### src/rtl/wdt_pkg.sv
`timescale 1ns/1ps
package wdt_pkg;

    localparam int ADDR_W = 5;

    typedef enum logic [1:0] {
        ST_HALT = 2'd0,
        ST_RUN  = 2'd1,
        ST_FIRE = 2'd2
    } wd_state_e;

    // register byte offsets (software visible, so fixed)
    localparam logic [ADDR_W-1:0] OFS_COUNT  = 5'h00;
    localparam logic [ADDR_W-1:0] OFS_RELOAD = 5'h04;
    localparam logic [ADDR_W-1:0] OFS_KICK   = 5'h08;
    localparam logic [ADDR_W-1:0] OFS_CTRL   = 5'h0C;
    localparam logic [ADDR_W-1:0] OFS_STAT   = 5'h10;
    localparam logic [ADDR_W-1:0] OFS_PULSE  = 5'h18;

    // control field positions
    localparam int B_EN      = 0;
    localparam int B_RST     = 1;
    localparam int B_IRQ     = 2;
    localparam int B_EXT     = 3;
    localparam int B_TICKSEL = 4;
    localparam int B_DOM_LO  = 5;
    localparam int B_DOM_HI  = 6;
    localparam int B_ALT     = 7;
    localparam int CTRL_W    = 8;

    // status field positions
    localparam int S_TIMEOUT = 0;
    localparam int S_ALT     = 1;
    localparam int STAT_W    = 2;

    localparam logic [31:0] KICK_KEY = 32'h0000_4755;

    // top-byte keys of the pulse configuration register
    localparam logic [7:0] KEY_POL_HIGH = 8'hA5;
    localparam logic [7:0] KEY_POL_LOW  = 8'h5A;
    localparam logic [7:0] KEY_DRV_PP   = 8'hA8;
    localparam logic [7:0] KEY_DRV_OD   = 8'h8A;

endpackage

### src/rtl/wdt_regs.sv
`timescale 1ns/1ps
module wdt_regs
    import wdt_pkg::*;
#(
    parameter int               CNT_W      = 32,
    parameter int               PW_W       = 20,
    parameter logic [CNT_W-1:0] RELOAD_RST = 32'h0000_FFFF,
    parameter logic [PW_W-1:0]  PW_RST     = 20'h000FF
) (
    input  logic              clk,
    input  logic              rst_n,
    input  logic              wr_en_i,
    input  logic [ADDR_W-1:0] wr_addr_i,
    input  logic [31:0]       wr_data_i,
    output logic [CNT_W-1:0]  reload_o,
    output logic [CTRL_W-1:0] ctrl_o,
    output logic [PW_W-1:0]   pw_o,
    output logic              pol_hi_o,
    output logic              push_pull_o,
    output logic              kick_o,
    output logic              stat_clr_o
);

    logic [7:0] top_byte;
    logic       hit_reload;
    logic       hit_ctrl;
    logic       hit_pulse;
    logic       unused_wr_bits;

    assign top_byte       = wr_data_i[31:24];
    assign unused_wr_bits = ^wr_data_i;

    always_comb begin
        hit_reload = wr_en_i && (wr_addr_i == OFS_RELOAD);
        hit_ctrl   = wr_en_i && (wr_addr_i == OFS_CTRL);
        hit_pulse  = wr_en_i && (wr_addr_i == OFS_PULSE);
        kick_o     = wr_en_i && (wr_addr_i == OFS_KICK) && (wr_data_i == KICK_KEY);
        stat_clr_o = wr_en_i && (wr_addr_i == OFS_STAT);
    end

    always_ff @(posedge clk or negedge rst_n) begin
        if (!rst_n) begin
            reload_o <= RELOAD_RST;
            ctrl_o   <= '0;
        end else begin
            if (hit_reload) reload_o <= wr_data_i[CNT_W-1:0];
            if (hit_ctrl)   ctrl_o   <= wr_data_i[CTRL_W-1:0];
        end
    end

    // pulse configuration: width always written, mode bits only by key
    always_ff @(posedge clk or negedge rst_n) begin
        if (!rst_n) begin
            pw_o        <= PW_RST;
            pol_hi_o    <= 1'b1;
            push_pull_o <= 1'b0;
        end else if (hit_pulse) begin
            pw_o <= wr_data_i[PW_W-1:0];
            if (top_byte == KEY_POL_HIGH)     pol_hi_o <= 1'b1;
            else if (top_byte == KEY_POL_LOW) pol_hi_o <= 1'b0;
            if (top_byte == KEY_DRV_PP)       push_pull_o <= 1'b1;
            else if (top_byte == KEY_DRV_OD)  push_pull_o <= 1'b0;
        end
    end

endmodule

### src/rtl/wdt_core.sv
`timescale 1ns/1ps
module wdt_core
    import wdt_pkg::*;
#(
    parameter int               CNT_W   = 32,
    parameter logic [CNT_W-1:0] CNT_RST = 32'h0000_FFFF
) (
    input  logic             clk,
    input  logic             rst_n,
    input  logic             tick_i,
    input  logic             run_en_i,
    input  logic             kick_i,
    input  logic [CNT_W-1:0] reload_i,
    output logic [CNT_W-1:0] cnt_o,
    output wd_state_e        state_o,
    output logic             fire_o
);

    localparam logic [CNT_W-1:0] CNT_ZERO = '0;
    localparam logic [CNT_W-1:0] CNT_ONE  = CNT_W'(1);

    wd_state_e state_q;
    wd_state_e state_d;
    logic [CNT_W-1:0] cnt_q;
    logic expire;

    assign expire = run_en_i && tick_i && !kick_i && (cnt_q == CNT_ZERO);

    // state register
    always_ff @(posedge clk or negedge rst_n) begin
        if (!rst_n) state_q <= ST_HALT;
        else        state_q <= state_d;
    end

    // next state
    always_comb begin
        state_d = state_q;
        unique case (state_q)
            ST_HALT: if (run_en_i) state_d = ST_RUN;
            ST_RUN: begin
                if (!run_en_i)   state_d = ST_HALT;
                else if (expire) state_d = ST_FIRE;
            end
            ST_FIRE: state_d = run_en_i ? ST_RUN : ST_HALT;
            default: state_d = ST_HALT;
        endcase
    end

    // down-counter
    always_ff @(posedge clk or negedge rst_n) begin
        if (!rst_n) begin
            cnt_q <= CNT_RST;
        end else if (kick_i || (state_q == ST_FIRE)) begin
            cnt_q <= reload_i;
        end else if ((state_q == ST_RUN) && run_en_i && tick_i && (cnt_q != CNT_ZERO)) begin
            cnt_q <= cnt_q - CNT_ONE;
        end
    end

    assign cnt_o   = cnt_q;
    assign state_o = state_q;
    assign fire_o  = (state_q == ST_FIRE);

endmodule

### src/rtl/wdt_status.sv
`timescale 1ns/1ps
module wdt_status
    import wdt_pkg::*;
(
    input  logic              clk,
    input  logic              rst_n,
    input  logic              fire_i,
    input  logic              alt_sel_i,
    input  logic              clr_i,
    output logic [STAT_W-1:0] stat_o
);

    logic [STAT_W-1:0] base;
    logic [STAT_W-1:0] set_bits;

    always_comb begin
        base                = clr_i ? '0 : stat_o;
        set_bits            = '0;
        set_bits[S_TIMEOUT] = fire_i;
        set_bits[S_ALT]     = fire_i && alt_sel_i;
    end

    always_ff @(posedge clk or negedge rst_n) begin
        if (!rst_n) stat_o <= '0;
        else        stat_o <= base | set_bits;
    end

endmodule

### src/rtl/watchdog_ctl.sv
`timescale 1ns/1ps
module watchdog_ctl
    import wdt_pkg::*;
#(
    parameter int               CNT_W      = 32,
    parameter int               PW_W       = 20,
    parameter logic [CNT_W-1:0] RELOAD_RST = 32'h0000_FFFF,
    parameter logic [PW_W-1:0]  PW_RST     = 20'h000FF
) (
    input  logic        clk,
    input  logic        rst_n,
    input  logic        tick_i,
    input  logic        wr_en_i,
    input  logic [4:0]  wr_addr_i,
    input  logic [31:0] wr_data_i,
    input  logic [4:0]  rd_addr_i,
    output logic [31:0] rd_data_o,
    output logic        irq_o,
    output logic        rst_req_o,
    output logic [1:0]  rst_dom_o,
    output logic        ext_o,
    output logic        alt_boot_o
);

    logic [CNT_W-1:0]  reload_q;
    logic [CTRL_W-1:0] ctrl_q;
    logic [PW_W-1:0]   pw_q;
    logic              pol_hi_q;
    logic              push_pull_q;
    logic              kick;
    logic              stat_clr;
    logic [CNT_W-1:0]  cnt_q;
    wd_state_e         state_q;
    logic              fire;
    logic [STAT_W-1:0] stat_q;

    wdt_regs #(
        .CNT_W(CNT_W), .PW_W(PW_W), .RELOAD_RST(RELOAD_RST), .PW_RST(PW_RST)
    ) u_regs (
        .clk(clk), .rst_n(rst_n),
        .wr_en_i(wr_en_i), .wr_addr_i(wr_addr_i), .wr_data_i(wr_data_i),
        .reload_o(reload_q), .ctrl_o(ctrl_q), .pw_o(pw_q),
        .pol_hi_o(pol_hi_q), .push_pull_o(push_pull_q),
        .kick_o(kick), .stat_clr_o(stat_clr)
    );

    wdt_core #(
        .CNT_W(CNT_W), .CNT_RST(RELOAD_RST)
    ) u_core (
        .clk(clk), .rst_n(rst_n),
        .tick_i(tick_i), .run_en_i(ctrl_q[B_EN]), .kick_i(kick),
        .reload_i(reload_q), .cnt_o(cnt_q), .state_o(state_q), .fire_o(fire)
    );

    wdt_status u_status (
        .clk(clk), .rst_n(rst_n),
        .fire_i(fire), .alt_sel_i(ctrl_q[B_ALT]), .clr_i(stat_clr),
        .stat_o(stat_q)
    );

    // output process: actions driven from the expiry state
    always_comb begin
        irq_o      = fire && ctrl_q[B_IRQ];
        rst_req_o  = fire && ctrl_q[B_RST];
        rst_dom_o  = ctrl_q[B_DOM_HI:B_DOM_LO];
        ext_o      = (fire && ctrl_q[B_EXT]) ^ !pol_hi_q;
        alt_boot_o = stat_q[S_ALT];
    end

    // read decode
    always_comb begin
        rd_data_o = '0;
        case (rd_addr_i)
            OFS_COUNT:  rd_data_o[CNT_W-1:0]  = cnt_q;
            OFS_RELOAD: rd_data_o[CNT_W-1:0]  = reload_q;
            OFS_CTRL:   rd_data_o[CTRL_W-1:0] = ctrl_q;
            OFS_STAT:   rd_data_o[STAT_W-1:0] = stat_q;
            OFS_PULSE: begin
                rd_data_o[31]       = pol_hi_q;
                rd_data_o[30]       = push_pull_q;
                rd_data_o[PW_W-1:0] = pw_q;
            end
            default:    rd_data_o = '0;
        endcase
    end

endmodule

### config.mk
export PLATFORM = sky130hd
export DESIGN_NAME = watchdog_ctl
export DESIGN_NICKNAME = d
export VERILOG_FILES = /design/src/rtl/wdt_pkg.sv /design/src/rtl/wdt_regs.sv /design/src/rtl/wdt_core.sv /design/src/rtl/wdt_status.sv /design/src/rtl/watchdog_ctl.sv
export SDC_FILE = /design/constraint.sdc
export NUM_CORES = 1
export LEC_CHECK = 0
export BUFFER_PORTS_ARGS = -buffer_cell sky130_fd_sc_hd__buf_4
export CORE_MARGIN = 1
export CORE_UTILIZATION = 30
export CTS_BUF_LIST = sky130_fd_sc_hd__clkbuf_16
export CTS_CLUSTER_DIAMETER = 80
export DETAILED_ROUTE_END_ITERATION = 8
export GPL_ROUTABILITY_DRIVEN = 0
export HOLD_SLACK_MARGIN = 0.1
export PLACE_DENSITY = 0.55
export SETUP_SLACK_MARGIN = 0.3
export SLEW_MARGIN = 10
export SYNTH_ARGS = -nofsm -noshare
export SYNTH_HDL_FRONTEND = slang
export SYNTH_HIERARCHICAL = 1
export SYNTH_SLANG_ARGS = --single-unit
### constraint.sdc
create_clock -name clk -period 2.4 [get_ports clk]
set_input_delay 0.12 -clock clk [delete_from_list [all_inputs] [get_ports clk]]
set_output_delay 0.12 -clock clk [all_outputs]
set_load 0.02 [all_outputs]
Word level (Yosys, flattened, before mapping):

Index checks and enable logic that the tools add are counted.
W data, S select, Z words.

* $add $sub $neg: 1
* equal/unequal tests: 18
* mux-type cells: 17
* bitwise gates (word level): 2
* reduce and logical (&&, ||, !) cells: 29

Operator list (count)
* $mux W32: 2
* $pmux W12 S3: 1
* $eq A32 B15 Y1 const B: 1
* $logic_not A32 Y1: 1
* $reduce_bool A32 Y1: 1
* $sub A32 B1 Y32 const B: 1
* $eq A8 B8 Y1 const B: 3
* $pmux W6 S4: 1
* $eq A5 B5 Y1 const B: 4
* $pmux W10 S2: 1
* $logic_and A1 B1 Y1: 16
* $eq A5 B4 Y1 const B: 3
* $pmux W2 S3: 2
* $eq A5 B3 Y1 const B: 2
* $pmux W2 S5: 1
* $eq A8 B7 Y1 const B: 1
* $mux W2: 4
* $reduce_and A2 Y1: 3
* $reduce_bool A2 Y1: 3
* $logic_not A5 Y1: 1
* $mux W1: 5
* $ne A3 B2 Y1 const B: 1
* $eq A2 B1 Y1 const B: 1
* $eq A2 B2 Y1 const B: 1
* 6 further kinds: 7

* register bits: 98
* input port bits: 46
* output and inout port bits: 38
* word-level logic and storage cells: 75

Logic depth before layout (Yosys ltp):

Gate-level depths: netlist of the first run.

* depth after elaboration: 9
* gate-level depth with buffers: 9
* mapped depth without buffers: 7

Modules after synthesis:

The synthesis of the first run kept the hierarchy.

Modules (own cells, without submodules)
* wdt_regs: instances 1, cells an instance 165, area an instance 2543.7 um^2, seq. area each 1582.8 um^2
* wdt_core: instances 1, cells an instance 237, area an instance 2140.8 um^2, seq. area each 870.8 um^2
* watchdog_ctl: instances 1, cells an instance 89, area an instance 852.1 um^2, seq. area each 0.0 um^2
* wdt_status: instances 1, cells an instance 5, area an instance 71.3 um^2, seq. area each 50.0 um^2

Least setup slack after synthesis of the first run:

No wires, ideal clock.

* kind: input port to flip-flop
* start: input wr_data_i[24]
* end: register u_core.cnt_q[14] (netlist: u_core/cnt_o[14])
* setup time: 0.064 ns
* arrival time: 2.236 ns
* required time: 2.336 ns
* setup slack: 0.100 ns
* stages on the path: 9
* buffers on the path: 3
* cell sequence: or4_2 -> nand4bb_1 -> nor3_1 -> or2_2 -> clkbuf_1 -> clkbuf_1 -> clkbuf_1 -> nand2_1 -> nand3_1

* longest elaborated chain between the ends: 4
* elaborated cells between the ends (all ways): 5
* classes of those cells: eq/ne: 1; mux: 1; reduce/logical: 3

RTL lines
* start: declaration: line watchdog_ctl.sv:15 `input logic [31:0] wr_data_i,`
* $eq A32 B15 Y1 (*): line wdt_regs.sv:37 `kick_o = wr_en_i && (wr_addr_i == OFS_KICK) && (wr_data_i == KICK_KEY);`
* $logic_and A1 B1 Y1 (*): line wdt_regs.sv:37
* net kick: line watchdog_ctl.sv:30 `logic kick;`
* $logic_or A1 B1 Y1 (*): line wdt_core.sv:53 `end else if (kick_i || (state_q == ST_FIRE)) begin`
* $mux W32 or $reduce_bool A2 Y1 (tied branches)
* end signal: assignment: line wdt_core.sv:54 `cnt_q <= reload_i;`
* end signal: assignment: line wdt_core.sv:56 `cnt_q <= cnt_q - CNT_ONE;`
* end: declaration: line wdt_core.sv:24 `logic [CNT_W-1:0] cnt_q;`

Mark *: on every way through the listed nets, which the timed path passes. The rest lies on a longest branch.
A chain may end at the register's enable or synchronous reset.

Worst setup path after layout of the first run:

* start: register u_core.cnt_q[1] (netlist: u_core/cnt_o[1])
* end: register u_core.cnt_q[25] (netlist: u_core/cnt_o[25])

* longest elaborated chain between the ends: 3
* elaborated cells between the ends (all ways): 6
* classes of those cells: add/sub: 1; mux: 2; reduce/logical: 3

RTL lines
* $sub A32 B1 Y32 or $reduce_bool A32 Y1 (tied branches): line wdt_core.sv:56, wdt_core.sv:55
* $mux W32 or $logic_and A1 B1 Y1 (tied branches): line wdt_core.sv:55 `end else if ((state_q == ST_RUN) && run_en_i && tick_i && (cnt_q != CNT_ZERO)) begin`
* $mux W32 or $reduce_bool A2 Y1 (tied branches)

Parallel ways exist; a longest one is shown, timed or not. The select of a mux whose other input is x is not followed.

==> results of run 1 <==
## sequential cells by signal, indices dropped and copies added, names as in the netlist
register            count
u_regs/reload_o        32
u_core/cnt_o           32
u_regs/push_pull_o      1
u_regs/pol_hi_o         1
u_regs/pw_o            20
u_core/state_o          2
u_regs/ctrl_o           8
u_status/stat_o         2
## placed cells by master (no fill, tap or decap), types with 7 or more instances in the layout
| cell | instances |
|---|---|
| o22ai_1 | 8 |
| clkbuf_16 | 9 |
| o2bb2ai_2 | 14 |
| a22o_1 | 12 |
| or4_1 | 9 |
| or4_4 | 7 |
| or3_1 | 9 |
| nor4_2 | 8 |
| mux2_2 | 60 |
| dlygate4sd3_1 | 36 |
| dfrtp_1 | 57 |
| mux2i_1 | 22 |
| dfstp_2 | 41 |
| buf_4 | 121 |
| nor2_1 | 21 |
| nand2_1 | 31 |
| a31oi_1 | 17 |
| o31ai_1 | 10 |
| xnor2_1 | 11 |
| o21ai_1 | 13 |
## final cells by class
cell class	instances	area, sq um	share of cell area, %
Multi-Input combinational cell	361	3150	41.1
Sequential cell	98	2500	32.6
Timing Repair Buffer	165	1390	18.0
Tap cell	229	287	3.73
Clock buffer	9	225	2.93
Clock inverter	7	98.8	1.29
Inverter	6	22.5	0.293
## per-layer routing
layer  wire [um]  up-vias
li1            -     2206
met1        7430     2449
met2        8460      137
met3         636       23
met4         325        0
met5           0        -
## logic make-up after synthesis
kind of cell             synth area share (%)
multiplexers                             16.2
AND/OR/NAND/NOR                          17.4
buffers and inverters                    3.82
flip-flops                               44.6
AO/OA/AOI/OAI                            15.9
XOR/XNOR                                 1.87
adder cells (fa/ha/maj)                 0.223
## worst paths after layout
path / from / end / slack (ns)
setup / recovery: u_core/cnt_o[1] / u_core/cnt_o[25] / 0.18
hold / removal: wr_addr_i[3] / u_status/stat_o[0] / 0.13
setup reg to reg: u_core/cnt_o[1] / u_core/cnt_o[25] / 0.18
hold reg to reg: u_regs/reload_o[2] / u_core/cnt_o[2] / 0.48
max in group asynchronous: rst_n / u_regs/reload_o[15] / 1.30
min in group asynchronous: rst_n / u_regs/pw_o[9] / 0.36
## power breakdown
part	internal (uW)	switching (uW)	leakage [uW]	total, uW
Clock	924	670	0.000158	1590
Combinational	644	577	0.00187	1220
Sequential	2040	276	0.00117	2320
Total	3610	1520	0.00320	5130
## worst register-to-register path: stages, from the launching register on
cell and delay, ns:
dfstp_2 0.54, inv_2 0.04, ha_4 0.15, or3b_4 0.25, nor4_4 0.05, buf_6 0.16
a211o_4 0.38, o31a_1 0.26, o31a_1 0.27
## what timing repair did
| item | CTS | global route |
|---|---|---|
| hold endpoints to repair | 98 | 0 |
| setup buffers | 6 | 8 |
| hold buffers | 36 | 0 |
| resized for setup | 22 | 35 |
| pin swaps | 12 | 24 |
| cloned | 0 | 0 |
| setup endpoints to repair | 32 | 33 |
## through the flow
step,total power (uW),instances
final,5130,875
after global routing,5380,875
after CTS,5050,867
after detailed placement,3300,809
after global placement,3270,809
after floorplan,2890,496
==> run metrics, run 1 <==
result of the run finished with violations; violations in the final reports design-rule violations; portion of synthesized cell area occupied by the leading cell type between 20% and 30%; die width 139 um; deepest level of the CTS H-tree 3; Diodes inserted 0; count of pins over their slew limit 0; kind of start point of the critical path flop; Port Buffers 83; latest clock arrival within the worst-skew pair 0.35 ns; first-pass GRT wire length roughly 26 mm; number of remaining DRC errors 4; met3 global-route usage between 2 and 3%; highest fanout seen on the critical path 8; total I/O pin count 84; layout net count 688; Yosys top cell by area dfrtp_1; Detailed Routing Iterations Pass 1 8; number of synthesis warnings 6; count of buffer and inverter cells on the critical path 2; clock edge transition at the registers on the reported setup and hold paths around 0.07 ns; total clock sinks between 90 and 100; Layout Utilization a little over two fifths; GRT met2 Usage between 20% and 30%; worst reg-to-reg path cell count 8; floorplan row count a little under 50; Worst Tran Pin Value a little under 1 ns; critical path's most frequent cell o31a_1; number of vias after detailed routing between 4000 and 5000; post-route design area around 0.0077 sq mm; critical-path cell list inv_2 -> ha_4 -> or3b_4 -> nor4_4 -> buf_6 -> a211o_4 -> o31a_1 -> o31a_1; layout cells sized above 1 between 40% and 50%; # setup viols final 0; combined global-route utilization of all metal layers approximately 17%; critical-path cell with the highest stage delay dfstp_2; crit path setup slack, layout about 0.18 ns; post-detailed-route count of antenna-violating nets 0; area of the core region approximately 0.018 sq mm; DPL Wire Length 11.6 mm; Root Driver clkbuf_16; CP arrival 2.46 ns; Tcrit/Tclk final a little over 90%; worst min-delay path class in -> reg; minimum clock period 2.22 ns; via count of the first global-routing pass around 5000; Setup CP Type reg -> reg; routed wire length about 17 mm; top cells by area, synth dfrtp_1 25%, dfstp_2 19%, mux2_2 12%; growth of design area from synthesis to finish 36.8%; count of distinct cell types in the synthesized netlist 72; nets in the synthesized netlist 543; dpl cell area between 0.006 and 0.007 sq mm; nature of the critical path endpoint flop; most instantiated flip-flop cell in the synthesis netlist dfrtp_1; largest buffer count on any clock path 2; Final Skew ~0.0083 ns; smallest hold slack 0.131 ns; power per cell area around 670 mW/mm^2; initial antenna violation count 0; family with the most delay on the worst path compound AO/OA/AOI/OAI gates; gr ovfl total 0; max cap viols 0; register area share after synthesis 44.6%; data required time of the critical path between 2 and 3 ns; Async SR Flop Fraction 100%; pin count of the biggest net entering global routing 53; top-count cell post-synth mux2_2; vertical extent of the die around 140 um; leading cell types by count after synthesis 60 x mux2_2, 57 x dfrtp_1, 41 x dfstp_2; CP max stage delay 0.54 ns; highest clock frequency the design can meet approximately 0.45 GHz; GR Layer Usage met1 between 20% and 30%; total standard cell area after synthesis roughly 0.0056 sq mm; Hold Path Cell Cnt 4; gr busiest metal met2; Peak VDD IR about 0.36 mV; final hold viol count 0; CTS tree yes; iteration-0 DRC count of the detailed router about 250; detailed-route vias per instance 5.50; cell count along the critical path 8; Routed WL per cell 19.3 um; max-slew headroom at the worst pin 34.9%; flop and latch count out of synthesis approximately 100; setup slack at placement between 0.03 and 0.04 ns; overall die area a little under 0.02 sq mm; RSZ-0062 raised after global routing true; standby leakage power 0.00320 uW; Num CTS Buffers 9; Synth Instances between 400 and 500; FILL cells about 1800; effective utilization at floorplan between 30% and 40%; setup TNS after final layout 0 ns; Post-synth EDFFs 0; average cell area after synthesis between 10 and 15 sq um
(Power assumes the default switching activity.)
==> inputs of run 2 (changes only) <==
- CORE_ASPECT_RATIO: unset -> 0.7
==> run 2 against run 1 <==
- the flow still finishes with violations (design-rule violations)
- sequential cell count unchanged
- utilization decreased by 0.56 points
- sequential power is essentially flat
- clock power is 5% higher
- non-clock buffer count down 10
- largest cell class unchanged
==> run metrics, run 2 (same netlist as run 1, synthesis figures left out) <==
final hold viol count 0; CP arrival around 2.4 ns; Setup CP Type reg -> reg; Root Driver clkbuf_16; worst setup slack for register-to-register paths 0.24 ns; FILL cells between 1500 and 2000; gr busiest metal met2; nature of the critical path endpoint flop; capture endpoint of the worst hold path u_regs/push_pull_o; latest clock arrival within the worst-skew pair 0.35 ns; highest clock frequency the design can meet between 0.4 and 0.5 GHz; kind of start point of the critical path flop; layout cells sized above 1 between 40% and 50%; Final Skew 0.00703 ns; growth of design area from synthesis to finish 35.1%; total I/O pin count 84; floorplan row count 41; GRT met2 Usage 27.5%; clock edge transition at the registers on the reported setup and hold paths 0.07 ns; Port Buffers 83; Hold Path Cell Cnt 4; worst min-delay path class in -> reg; layout net count ~680; power per cell area a little under 700 mW/mm^2; Placed Cells incl. Taps 813; deepest level of the CTS H-tree 3; number of remaining DRC errors 14; routed wire length roughly 17 mm; highest fanout seen on the critical path 6; via count of the first global-routing pass approximately 4700; non-filler cells, final ~870; Tcrit/Tclk final around 90%; total clock sinks 98; effective utilization at floorplan between 30% and 40%; Num CTS Buffers 9; Peak VDD IR ~0.4 mV; standby leakage power 0.00311 uW; first-pass GRT wire length between 20 and 30 mm; # setup viols final 0; max-slew headroom at the worst pin a little over half; largest buffer count on any clock path 2; result of the run finished with violations; overall die area 0.0193 sq mm; setup slack at placement 0.134 ns; count of pins over their slew limit 0; worst min-delay path startpoint wr_data_i[25]; reg-to-reg startpoint u_core/cnt_o[0]; commonest non-fill, non-tap cells in the layout 113 x buf_4, 60 x mux2_2, 56 x dfrtp_1, 41 x dfstp_2, 35 x dlygate4sd3_1; GR Layer Usage met1 between 20% and 30%; Worst Tran Pin Value slightly below 0.7 ns; area of the core region around 0.018 sq mm; combined global-route utilization of all metal layers a little under a fifth; post-detailed-route count of antenna-violating nets 0; worst setup path start u_core/cnt_o[0]; vertical extent of the die about 120 um; Diodes inserted 0; max cap viols 0; most common cell after layout, fill and taps aside buf_4; number of vias after detailed routing 4763; die width approximately 170 um; iteration-0 DRC count of the detailed router approximately 330; Routed WL per cell ~20 um; pin count of the biggest net entering global routing 52; initial antenna violation count 0; CTS tree yes; setup TNS after final layout 0 ns; Detailed Routing Iterations Pass 1 7; DPL Wire Length 12.4 mm; worst reg-to-reg path cell count 7; data required time of the critical path between 2 and 3 ns; minimum clock period 2.16 ns; detailed-route vias per instance around 5.5; met3 global-route usage under 10%; gr ovfl total 0; Reg2Reg Capture Point u_core/cnt_o[25]; RSZ-0062 raised after global routing true; crit path setup slack, layout roughly 0.24 ns; violations in the final reports design-rule violations
-- run 2: cell count changes in the layout (fill, tap and decap cells not counted), sizes merged --
| cell | previous run | this run |
|---|---|---|
| dlygate4sd3 | 36 | 35 |
| clkinvlp | 1 | 3 |
| bufinv | 2 | 3 |
| inv | 9 | 6 |
| buf | 129 | 120 |
-- run 2: report_power, final --
part | internal, uW | total [uW] | switching (uW)
combinational | 596 | 1150 | 551
clock | 1020 | 1670 | 650
sequential | 2040 | 2330 | 285
-- run 2: layout make-up --
| cell class | count | area, sq um | area share (%) |
|---|---|---|---|
| Clock inverter | 7 | 118 | 1.55 |
| Tap cell | 236 | 295 | 3.90 |
| Timing Repair Buffer | 155 | 1300 | 17.1 |
| Sequential cell | 98 | 2500 | 33.1 |
| Inverter | 6 | 22.5 | 0.297 |
| Clock buffer | 9 | 225 | 2.97 |
| Multi-Input combinational cell | 361 | 3110 | 41.1 |
-- run 2: worst max-delay path by stage --
stage | end | slack (ns)
final | u_core/cnt_o[25] | 0.24
after global routing | u_core/cnt_o[17] | 0.18
after CTS | u_core/cnt_o[25] | 0.26
after detailed placement | u_core/cnt_o[5] | 0.13
after global placement | u_core/cnt_o[8] | 0.19
after floorplan | u_core/cnt_o[5] | 0.31
-- run 2: through the flow --
stage	total power (uW)	utilization [%]	hold WS [ns]	cell area, sq um
finish	5140	41.7	0.138	7580
global route	5390	41.7	0.152	7580
CTS	5090	40.6	0.120	7380
detailed placement	3310	36.3	0.0804	6590
global placement	3260	36.3	0.0789	6590
floorplan	2890	-	-0.176	5620
-- run 2: timing repair --
item	4_1_cts	5_1_grt
setup endpoints to repair	33	35
buffers inserted	5	3
endpoints found under the hold margin	94	0
gates resized for setup	12	39
pin swaps	5	27
hold buffers	35	0
-- run 2: routing by layer --
layer,wire length (um),up-vias
met3,898,15
met5,0,-
met2,7550,132
met1,8390,2437
met4,182,0
li1,-,2179
-- run 2: critical path: stages, from the launching register on --
cell	delay [ns]
dfstp_2	0.57
inv_2	0.05
ha_4	0.15
or3b_4	0.25
nor4_4	0.07
a211o_1	0.35
o31a_1	0.32
o31a_1	0.28
==> inputs of run 3 (changes only) <==
- CORE_UTILIZATION: 30 -> 40
- PLACE_DENSITY: 0.55 -> 0.68
- SYNTH_HIERARCHICAL: 1 -> unset
==> run 3 against run 2 <==
- the flow now finishes without violations
- utilization increased by 17 points
- synthesized area decreased by 4.9%
- critical path type unchanged
- final cell count decreased by 6.7%
- setup slack got worse by 0.20 ns
- largest power group unchanged
- register-to-register slack worse by 0.20 ns
- clock skew hardly changed
- clock-buffer cell count stayed put
- via count is 4.4% higher
- sequential power is 7% lower
==> run metrics, run 3 <==
post-route design area 0.00750 sq mm; number of synthesis warnings 0; vertical extent of the die about 99 um; combined global-route utilization of all metal layers 24.4%; highest fanout seen on the critical path 7; initial antenna violation count 0; Detailed Routing Iterations Pass 1 5; floorplan row count 34; standby leakage power 0.00318 uW; max cap viols 0; total standard cell area after synthesis around 0.0053 sq mm; worst setup slack for register-to-register paths a little over 0.04 ns; highest clock frequency the design can meet approximately 0.42 GHz; Tcrit/Tclk final a little over nine tenths; average cell area after synthesis between 10 and 15 sq um; flop and latch count out of synthesis 98; Num CTS Buffers 9; proportion of power drawn by combinational gates 17.2%; Peak VDD IR 0.413 mV; clock edge transition at the registers on the reported setup and hold paths 0.06 ns; commonest non-fill, non-tap cells in the layout 128 x buf_4, 60 x mux2_2, 57 x dfrtp_1, 41 x dfstp_2, 35 x dlygate4sd3_1; Routed WL per cell between 20 and 25 um; deepest level of the CTS H-tree 3; layout net count 694; worst min-delay path class in -> reg; routed wire length roughly 17 mm; Port Buffers a little over 80; most instantiated flip-flop cell in the synthesis netlist dfrtp_1; result of the run completed; total I/O pin count 84; switching power approximately 1100 uW; total clock sinks 98; growth of design area from synthesis to finish 40.6%; Synth Instances 495; # setup viols final 0; Async SR Flop Fraction 100%; count of pins over their slew limit 0; layout cells sized above 1 ~46%; gr ovfl total 0; Final Skew 0.00742 ns; effective utilization at floorplan roughly two fifths; Post-synth EDFFs 0; post-detailed-route count of antenna-violating nets 0; top-count cell post-synth mux2_2; most common cell after layout, fill and taps aside buf_4; power per cell area between 500 and 600 mW/mm^2; Yosys top cell by area dfrtp_1; die width around 140 um; register area share after synthesis between 40 and 50%; area of the core region about 0.013 sq mm; overall power 4450 uW; via count of the first global-routing pass around 4800; overall die area ~0.014 sq mm; first-pass GRT wire length around 26 mm; minimum clock period between 2 and 2.5 ns; pin count of the biggest net entering global routing 54; Int Pwr around 3300 uW; nets in the synthesized netlist roughly 540; latest clock arrival within the worst-skew pair 0.35 ns; final hold viol count 0; Setup CP Type reg -> reg; number of vias after detailed routing around 5000; leading cell types by count after synthesis 60 x mux2_2, 57 x dfrtp_1, 41 x dfstp_2; dpl cell area 0.00648 sq mm; Diodes inserted 0; DPL Wire Length between 10 and 15 mm; switching portion of total power 25.7%; portion of synthesized cell area occupied by the leading cell type between 20% and 30%; count of distinct cell types in the synthesized netlist 57; Worst Tran Pin Value between 0.6 and 0.7 ns; top cells by area, synth dfrtp_1 27%, dfstp_2 20%, mux2_2 13%; largest buffer count on any clock path 2; number of remaining DRC errors 0; CP arrival 2.63 ns; RSZ-0062 raised after global routing true; nature of the critical path endpoint flop; CTS tree yes; max-slew headroom at the worst pin 58.9%; detailed-route vias per instance slightly above 6; data required time of the critical path roughly 2.7 ns; proportion of power drawn by the clock network 33.9%; iteration-0 DRC count of the detailed router 571; sequential share of power roughly half; Root Driver clkbuf_16; smallest hold slack around 0.15 ns; kind of start point of the critical path flop
run 3: changes by cell type in the layout (fill, tap and decap cells not counted), sizes merged, moves of 5 or more:
cell,delta
a21oi,+8
or4,-8
buf,+17
o2bb2ai,-14
a222oi,+14
nor2,+7
a221o,+5
a2bb2oi,+15
or3,-5
mux2i,-11
a22oi,-6
a31oi,-8
o22ai,-7
inv,+15
run 3: final cells by class:
class / instances / area [sq um]
fill: 1041 / 5220
multi-input combinational: 344 / 2940
sequential: 98 / 2500
timing repair buffer: 173 / 1470
clock buffer: 9 / 225
tap: 162 / 203
clock inverter: 7 / 83.8
inverter: 21 / 78.8
run 3: logic make-up after synthesis:
kind of cell,after synthesis,share of synthesized area (%)
multiplexers,71,14.7
buffers and inverters,53,3.94
adder cells (fa/ha/maj),1,0.234
AND/OR/NAND/NOR,139,14.6
flip-flops,98,46.9
AO/OA/AOI/OAI,123,17.9
XOR/XNOR,10,1.64
run 3: repair_timing:
item,4_1_cts,5_1_grt
endpoints found under the hold margin,86,0
cloned,0,1
hold buffers,35,0
setup endpoints to repair,32,39
gates resized for setup,5,42
pin swaps,6,19
setup buffers,3,7
run 3: power by group through the flow:
stage	Sequential, uW	Clock, uW	Combinational [uW]
final	2170	1510	766
after global placement	2180	0	651
after floorplan	2130	0	412
after CTS	2160	1530	735
after global routing	2200	1600	828
after detailed placement	2190	0	677
run 3: worst paths after layout:
check / startpoint / endpoint / cells past startpoint
min in group asynchronous: rst_n / u_core.cnt_o[22] / 2
worst min-delay path: wr_addr_i[4] / u_status.stat_o[0] / 4
worst min register to register: u_regs.reload_o[13] / u_core.cnt_o[13] / 2
worst max register to register: u_core.cnt_o[1] / u_core.cnt_o[7] / 8
max in group asynchronous: rst_n / u_core.cnt_o[8] / 3
worst max-delay path: u_core.cnt_o[1] / u_core.cnt_o[7] / 8
run 3: per-layer routing:
layer	GRT usage (%)	vias to the layer above	wire length, um	part of all wire, %
li1	-	2218	-	-
met1	35.8	2511	7710	46
met2	36.5	217	7550	45
met3	5.34	27	1250	7.4
met4	6.00	0	246	1.5
met5	0	-	0	0
run 3: worst max-delay path, cell delays in order (launching register included):
cell and delay (ns):
dfstp_2 0.37, inv_2 0.06, ha_4 0.13, or4b_4 0.50
or4_4 0.49, o31ai_4 0.21, buf_6 0.18, o21ai_1 0.07
mux2_2 0.27
run 3: per-stage QoR:
stage,TNS (ns),cells,util [%],worst slack (ns)
final,0,814,59.0,0.0411
after global routing,0,814,59.0,0.00905
after CTS,0,806,56.5,0.121
after detailed placement,-0.0165,752,51.0,-0.0165
after global placement,0,752,51.0,0.0664
after floorplan,0,495,-,0.0705
